==> config.mk <==
export PLATFORM = sky130hd
export DESIGN_NAME = reset_source_arbiter
export DESIGN_NICKNAME = d
export VERILOG_FILES = /design/src/rtl/reset_arb_pkg.sv /design/src/rtl/rst_pin_filter.sv /design/src/rtl/rst_source_select.sv /design/src/rtl/rst_state_init.sv /design/src/rtl/reset_source_arbiter.sv
export SDC_FILE = /design/constraint.sdc
export NUM_CORES = 1
export LEC_CHECK = 0
export ABC_AREA = 0
export BUFFER_PORTS_ARGS = -buffer_cell sky130_fd_sc_hd__clkbuf_2
export CAP_MARGIN = 20
export CORE_UTILIZATION = 41
export CTS_CLUSTER_DIAMETER = 200
export DETAILED_ROUTE_END_ITERATION = 16
export PLACE_DENSITY = 0.86
export REMOVE_ABC_BUFFERS = 1
export SKIP_LAST_GASP = 1
export SLEW_MARGIN = 20
export SYNTH_ARGS = -nofsm -noshare
export SYNTH_HDL_FRONTEND = slang
export SYNTH_SLANG_ARGS = --single-unit
==> constraint.sdc <==
create_clock -name clk -period 1.7 [get_ports clk]
set_clock_uncertainty 0.15 [all_clocks]
set_input_delay 0 -clock clk [delete_from_list [all_inputs] [get_ports clk]]
set_output_delay 0 -clock clk [all_outputs]
set_load 0.1 [all_outputs]
==> src/rtl/reset_arb_pkg.sv <==
package reset_arb_pkg;

    localparam int unsigned REG_W    = 32;
    localparam int unsigned NUM_PINS = 2;
    localparam int unsigned PIN_POR  = 0;
    localparam int unsigned PIN_MAN  = 1;

    typedef enum logic [1:0] {
        KIND_NONE   = 2'b00,
        KIND_POWER  = 2'b01,
        KIND_MANUAL = 2'b10
    } rst_kind_e;

    typedef enum logic [1:0] {
        SRC_POR_PIN = 2'b00,
        SRC_MAN_PIN = 2'b01,
        SRC_BLK_EXC = 2'b10,
        SRC_WDT     = 2'b11
    } rst_src_e;

    typedef struct packed {
        logic       md;
        logic       rb;
        logic       bl;
        logic       fd;
        logic [3:0] imask;
    } sr_fields_t;

    typedef struct packed {
        logic      any;
        rst_kind_e kind;
        rst_src_e  src;
    } rst_req_t;

    localparam logic [REG_W-1:0] EXPEVT_POWER  = 32'h0000_0000;
    localparam logic [REG_W-1:0] EXPEVT_MANUAL = 32'h0000_0020;
    localparam logic [REG_W-1:0] VBR_INIT      = 32'h0000_0000;
    localparam logic [REG_W-1:0] PC_RESTART    = 32'hA000_0000;

    function automatic sr_fields_t sr_restart_value();
        sr_fields_t s;
        s.md    = 1'b1;
        s.rb    = 1'b1;
        s.bl    = 1'b1;
        s.fd    = 1'b0;
        s.imask = 4'hF;
        return s;
    endfunction

    function automatic logic [REG_W-1:0] expevt_code(rst_kind_e k);
        return (k == KIND_POWER) ? EXPEVT_POWER : EXPEVT_MANUAL;
    endfunction

endpackage

==> src/rtl/rst_pin_filter.sv <==
module rst_pin_filter #(
    parameter int unsigned SYNC_STAGES = 2,
    parameter int unsigned CONFIRM     = 2
) (
    input  logic clk,
    input  logic rst,
    input  logic pin_n,
    output logic active
);
    logic [SYNC_STAGES-1:0] sync_q;
    logic [CONFIRM-1:0]     hist_q;
    logic                   level_q;

    always_ff @(posedge clk) begin
        if (rst) begin
            sync_q  <= '1;
            hist_q  <= '1;
            level_q <= 1'b1;
        end else begin
            sync_q <= {sync_q[SYNC_STAGES-2:0], pin_n};
            hist_q <= {hist_q[CONFIRM-2:0], sync_q[SYNC_STAGES-1]};
            // level changes only after CONFIRM equal synchronized samples
            if (&hist_q)
                level_q <= 1'b1;
            else if (~|hist_q)
                level_q <= 1'b0;
        end
    end

    assign active = ~level_q;
endmodule

==> src/rtl/rst_source_select.sv <==
module rst_source_select
    import reset_arb_pkg::*;
(
    input  logic     por_act,
    input  logic     man_act,
    input  logic     exc_valid,
    input  logic     exc_user_break,
    input  logic     core_sr_bl,
    input  logic     wdt_overflow,
    input  logic     wdt_reset_sel,
    output rst_req_t req
);
    logic exc_hit;
    logic wdt_hit;

    assign exc_hit = exc_valid & core_sr_bl & ~exc_user_break;
    assign wdt_hit = wdt_overflow & wdt_reset_sel;

    always_comb begin
        req.any  = 1'b0;
        req.kind = KIND_NONE;
        req.src  = SRC_POR_PIN;
        if (por_act) begin
            req.any  = 1'b1;
            req.kind = KIND_POWER;
            req.src  = SRC_POR_PIN;
        end else if (man_act) begin
            req.any  = 1'b1;
            req.kind = KIND_MANUAL;
            req.src  = SRC_MAN_PIN;
        end else if (exc_hit) begin
            req.any  = 1'b1;
            req.kind = KIND_MANUAL;
            req.src  = SRC_BLK_EXC;
        end else if (wdt_hit) begin
            req.any  = 1'b1;
            req.kind = KIND_MANUAL;
            req.src  = SRC_WDT;
        end
    end
endmodule

==> src/rtl/rst_state_init.sv <==
module rst_state_init
    import reset_arb_pkg::*;
(
    input  logic             clk,
    input  logic             rst,
    input  rst_req_t         req,
    output logic [REG_W-1:0] expevt,
    output logic [REG_W-1:0] vbr,
    output sr_fields_t       sr,
    output logic             restart,
    output rst_kind_e        kind,
    output rst_src_e         src
);
    logic in_reset_q;

    always_ff @(posedge clk) begin
        if (rst) begin
            expevt     <= '0;
            vbr        <= '0;
            sr         <= '0;
            restart    <= 1'b0;
            kind       <= KIND_NONE;
            src        <= SRC_POR_PIN;
            in_reset_q <= 1'b0;
        end else begin
            restart <= 1'b0;
            if (req.any) begin
                in_reset_q <= 1'b1;
                kind       <= req.kind;
                src        <= req.src;
                expevt     <= expevt_code(req.kind);
                vbr        <= VBR_INIT;
                sr         <= sr_restart_value();
            end else if (in_reset_q) begin
                in_reset_q <= 1'b0;
                restart    <= 1'b1;
            end
        end
    end
endmodule

==> src/rtl/reset_source_arbiter.sv <==
module reset_source_arbiter
    import reset_arb_pkg::*;
(
    input  logic        clk,
    input  logic        rst,
    input  logic        por_pin_n,
    input  logic        mrst_pin_n,
    input  logic        exc_valid,
    input  logic        exc_user_break,
    input  logic        core_sr_bl,
    input  logic        wdt_overflow,
    input  logic        wdt_reset_sel,
    output logic [31:0] expevt,
    output logic [31:0] vbr,
    output logic        sr_md,
    output logic        sr_rb,
    output logic        sr_bl,
    output logic        sr_fd,
    output logic [3:0]  sr_imask,
    output logic        pc_load,
    output logic [31:0] pc_value,
    output logic        periph_rst,
    output logic [1:0]  rst_kind,
    output logic [1:0]  rst_src
);
    logic [NUM_PINS-1:0] pin_n_vec;
    logic [NUM_PINS-1:0] pin_act;
    rst_req_t            req;
    sr_fields_t          sr_q;
    logic                restart;
    rst_kind_e           kind_q;
    rst_src_e            src_q;

    assign pin_n_vec[PIN_POR] = por_pin_n;
    assign pin_n_vec[PIN_MAN] = mrst_pin_n;

    for (genvar g = 0; g < NUM_PINS; g++) begin : g_pin
        rst_pin_filter #(.SYNC_STAGES(2), .CONFIRM(2)) u_filter (
            .clk    (clk),
            .rst    (rst),
            .pin_n  (pin_n_vec[g]),
            .active (pin_act[g])
        );
    end

    rst_source_select u_select (
        .por_act        (pin_act[PIN_POR]),
        .man_act        (pin_act[PIN_MAN]),
        .exc_valid      (exc_valid),
        .exc_user_break (exc_user_break),
        .core_sr_bl     (core_sr_bl),
        .wdt_overflow   (wdt_overflow),
        .wdt_reset_sel  (wdt_reset_sel),
        .req            (req)
    );

    rst_state_init u_state (
        .clk     (clk),
        .rst     (rst),
        .req     (req),
        .expevt  (expevt),
        .vbr     (vbr),
        .sr      (sr_q),
        .restart (restart),
        .kind    (kind_q),
        .src     (src_q)
    );

    assign sr_md      = sr_q.md;
    assign sr_rb      = sr_q.rb;
    assign sr_bl      = sr_q.bl;
    assign sr_fd      = sr_q.fd;
    assign sr_imask   = sr_q.imask;
    assign pc_load    = restart;
    assign periph_rst = restart;
    assign pc_value   = restart ? PC_RESTART : '0;
    assign rst_kind   = kind_q;
    assign rst_src    = src_q;
endmodule

* Word level (Yosys, flattened, before mapping) *
Index checks and enable logic that the tools add are counted.

word-level totals
  register bits = 50
  output and inout port bits = 110

operators by class
  equal/unequal tests = 1
  multiplexer cells = 8
  bitwise operators = 4
  reductions and logical operators = 7

operators by type and width
  cell                                                                   count
  32-bit two-way mux                                                     1
  5-bit two-way mux                                                      4
  2-bit OR reduction                                                     5
  6-bit two-way mux                                                      1
  2-bit AND reduction                                                    2
  1-bit bitwise AND                                                      3
  2-bit by 1-bit equality test with 1-bit output, second input constant  1
  1-bit two-way mux                                                      2
  1-bit inverter                                                         1

* Longest topological paths before layout *
  depth after elaboration = 7
  mapped depth = 3
  gate-level depth less buffers = 3

* Modules after synthesis *
A second synthesis with hierarchy kept.

second synthesis, totals
  cells, all modules = 167
  area total of the unflattened synthesis = 1426.4 sq um

by module, submodules not included
  module                times used  cells each  area each (sq um)  sequential area each (sq um)
  rst_state_init        1           96          807.0              160.2
  rst_pin_filter        2           13          145.1              100.1
  reset_source_arbiter  1           34          251.5              0.0
  rst_source_select     1           11          77.6               0.0

* Least setup slack after synthesis *
OpenSTA, ideal clock, no wires.

  path type = flip-flop to output port
  start point = register, netlist name u_state.sr[7]
  end point = output port sr_imask[0]
  data arrival time = 1.463 ns
  setup slack = 0.087 ns
  cell stages (with the launch flop) = 2
  path buffers = 1
  cells stage by stage = dfxtp_1 > buf_4

RTL lines
  what           RTL line                    source
  end, declared  reset_source_arbiter.sv:19  output logic [3:0] sr_imask,

* Worst setup path in the final report *
  start point = input port rst
  end point = register g_pin[0].u_filter.sync_q[0]

RTL lines
  what                  RTL line                   source
  start, declared       reset_source_arbiter.sv:5  input logic rst,
  end signal, assigned  rst_pin_filter.sv:20       sync_q <= {sync_q[SYNC_STAGES-2:0], pin_n};
  end, declared         rst_pin_filter.sv:10       logic [SYNC_STAGES-1:0] sync_q;

No word-level cell between the ends.

==> impl_results.md <==
* Outcome: finished, final reports clean
* Worst r2r src: g_pin[0].u_filter.level_q
* Hold Vio Cnt, Final at 0
* CORE AREA at 3103 µm²
* CP max FO at 15
* Post-CTS resize count at 0
* Crit. End Element: flop
* All-Layer GR Usage at 7.527%
* Slew Viols, Final at 0
* Synth Cell Area at 1354 µm²
* Synth top area share at 57.12%
* Worst Tran Pin Value at 0.5436 ns
* CTS H-tree lvls at 1
* Post-DP Area at 1100 µm²
* P per Cell Area at 1491 nW/µm²
* CP Data Required Time at 1.72 ns
* Crit path time final at 1.591 ns
* Clock Latency Late Sink at 0.28 ns
* Share of the yosys chip area belonging to registers at 26.62%
* Hold crit path type: in -> reg
* # Max-Cap Violations at 0
* Slew headroom at 63.92%
* Number of CTS-inserted buffers at 3
* Fmax achieved at 628.7 MHz
* # setup viols final at 0
* Filler cells at 330
* Combinational power share at 64.3%
* Setup TNS at 0 ns
* Count of input and output buffers at 24
* WL per Instance at 6.418 µm
* Min-delay src: core_sr_bl
* Overall Power at 0.001808 W
* Ratio of cells with drive above 1 in the final layout at 20.99%
* Reg2Reg Setup Slack at 0.69 ns
* Storage cell area at 360.3 µm²
* RSZ-0062 raised after global routing: false
* Iter 0 DRT Violations at 1
* Hold Path Stages at 4
* Area occupied by multi-input gates at 560.5 µm²
* Die X at 59.46 µm
* Mean Syn Cell Area at 8.678 µm²
* Tcrit/Tclk final at 93.56%
* DRT met1 WL at 487 µm
* VDD IR-drop max at 743.4 µV
* Largest net degree at the start of global routing at 16
* Worst Hold Path EP: u_state.in_reset_q
* Area Overhead vs Synth at -10.44%
* Reg2reg end: u_state.src[0]
* CTS tree: done
* Largest area contributor in the netlist: buf_4
* DR vias at 716
* Sink Count at 18
* Gr ovfl total at 0
* Final instance area at 1212 µm²
* DR top layer: met4
* Worst r2r path cells at 2
* Starting Density at 43.63%
* Syn Inst Count at 156
* Placement row count at 20
* Leak at 0.6943 nW
* Switching part of the total power at 68.20%
* Clock Tree Root: clkbuf_4
* Gp weighted congestion at 0.6323
* Number of synthesized register bits at 18
* WS Path Type: in -> reg
* DR WL met3 at 199 µm
* Post-synthesis cell type count at 22
* Clk network pwr share at 10.8%
* First-pass GRT wire length at 1856 µm
* Io pins at 119
* YS warnings at 0
* Routed wire length at 1444 µm
* Residual DRC at 0
* CP arrival at 1.61 ns
* Ant diodes at 0
* CTS clk-pin slew, worst paths at 0.09 ns
* Antenna violations before repair at 0
* CP Launch Type: input port
* Flop pwr share at 24.9%
* Dominant cells by area after synthesis: buf_4 57%, dfxtp_1 27%, or2_2 3.7%
* # nets final at 192
* P_sw at 0.001233 W
* Dpl hpwl at 1071 µm
* Number of global-route vias before repair at 446
* CTS Buffer Depth at 2
* Die footprint at 3535 µm²
* Hold_ws at 0.04017 ns
* TritonRoute pass-1 iters at 2
* Die height at 59.46 µm
* Internal cell power at 0.0005749 W
* Met2 Wirelength at 747 µm
* Finished Core Util at 39.07%
* Vias per inst at 3.182
* Final ANT Viol Nets at 0
routing by layer:
metal	GRT usage, %	vias to the layer above
li1	-	338
met1	6.897	311
met2	13.80	65
met3	4.585	2
met4	2.041	0
met5	0	-
synthesized netlist by cell type:
master / instances
buf_2: 1
nand3b_4: 1
nand3_1: 1
and3_4: 1
nand2b_1: 1
dfxtp_1: 18
a21boi_0: 1
a31oi_1: 1
conb_1: 1
a21oi_1: 4
and2b_2: 1
nor2_1: 3
or2_2: 8
o22ai_1: 1
o21bai_1: 2
nand2_1: 2
o21ai_0: 1
buf_4: 103
and3_1: 1
o21a_1: 2
inv_1: 1
and2_1: 1
logic make-up after synthesis:
| family | synth area share (%) |
|---|---|
| compound gates | 5.545 |
| buf+inv | 57.76 |
| flops | 26.62 |
| other cells | 0.2770 |
| simple gates | 9.798 |
cell type report:
cell class / instances / share of cell area [%]
inverters: 1 / 0.3096
flip-flops and latches: 18 / 29.72
well taps: 44 / 4.541
clock buffers: 3 / 1.858
repair buffers: 33 / 17.34
multi-input cells: 126 / 46.23
what timing repair did:
item,4_1_cts,5_1_grt
endpoints found under the hold margin,17,0
hold buffers,9,0
setup buffers,0,0
critical path, stage by stage:
cell and delay, ns:
dlygate4sd3_1 0.54, clkbuf_2 0.20, or2_2 0.31, dlygate4sd3_1 0.56
stage by stage:
step	setup slack (ns)	std cells
finish	0.1094	225
global route	0.05403	225
CTS	0.1275	225
detailed placement	0.6217	213
global placement	0.6461	213
floorplan	-3.745	145
worst max-delay path by stage:
stage	startpoint	to	slack, ns	cells after the start
finish	rst	g_pin[0].u_filter.sync_q[0]	0.11	4
global route	rst	g_pin[0].u_filter.sync_q[0]	0.05	4
CTS	rst	g_pin[1].u_filter.sync_q[0]	0.13	4
detailed placement	u_state.sr[7]	sr_rb	0.62	1
global placement	u_state.sr[7]	sr_rb	0.65	1
floorplan	u_state.sr[7]	u_state.sr[7]	-3.74	2
power by group through the flow:
stage / clock (W) / sequential, W / combinational [W]
detailed placement: 0 / 0.000460 / 0.00114
global placement: 0 / 0.000459 / 0.00114
floorplan: 0 / 0.000638 / 0.000924
finish: 0.000195 / 0.000450 / 0.00116
global route: 0.000227 / 0.000452 / 0.00119
CTS: 0.000202 / 0.000450 / 0.00116
placed cells by master, fill, tap and decap left out:
cell type	synthesis	routed
and3_1	1	1
a21boi_0	1	1
dfxtp_1	18	18
a21oi_1	4	4
or2_2	8	8
nand2_1	2	2
o21a_1	2	2
inv_1	1	1
nor2_1	3	3
and3_4	1	1
o21bai_1	2	2
clkbuf_4	0	3
clkbuf_2	0	24
o21ai_0	1	1
dlygate4sd3_1	0	9
o22ai_1	1	1
nand2b_1	1	1
and2b_2	1	1
and2_1	1	1
nand3_1	1	1
nand3b_4	1	1
a31oi_1	1	1
conb_1	1	94
state kept, by name, summed over array words and instances (netlist names):
name / flops
u_state.expevt: 1
u_state.kind: 2
g_pin.u_filter.hist_q: 4
u_state.sr: 1
u_state.src: 2
u_state.in_reset_q: 1
g_pin.u_filter.sync_q: 4
g_pin.u_filter.level_q: 2
u_state.restart: 1
(Power assumes the default switching activity.)
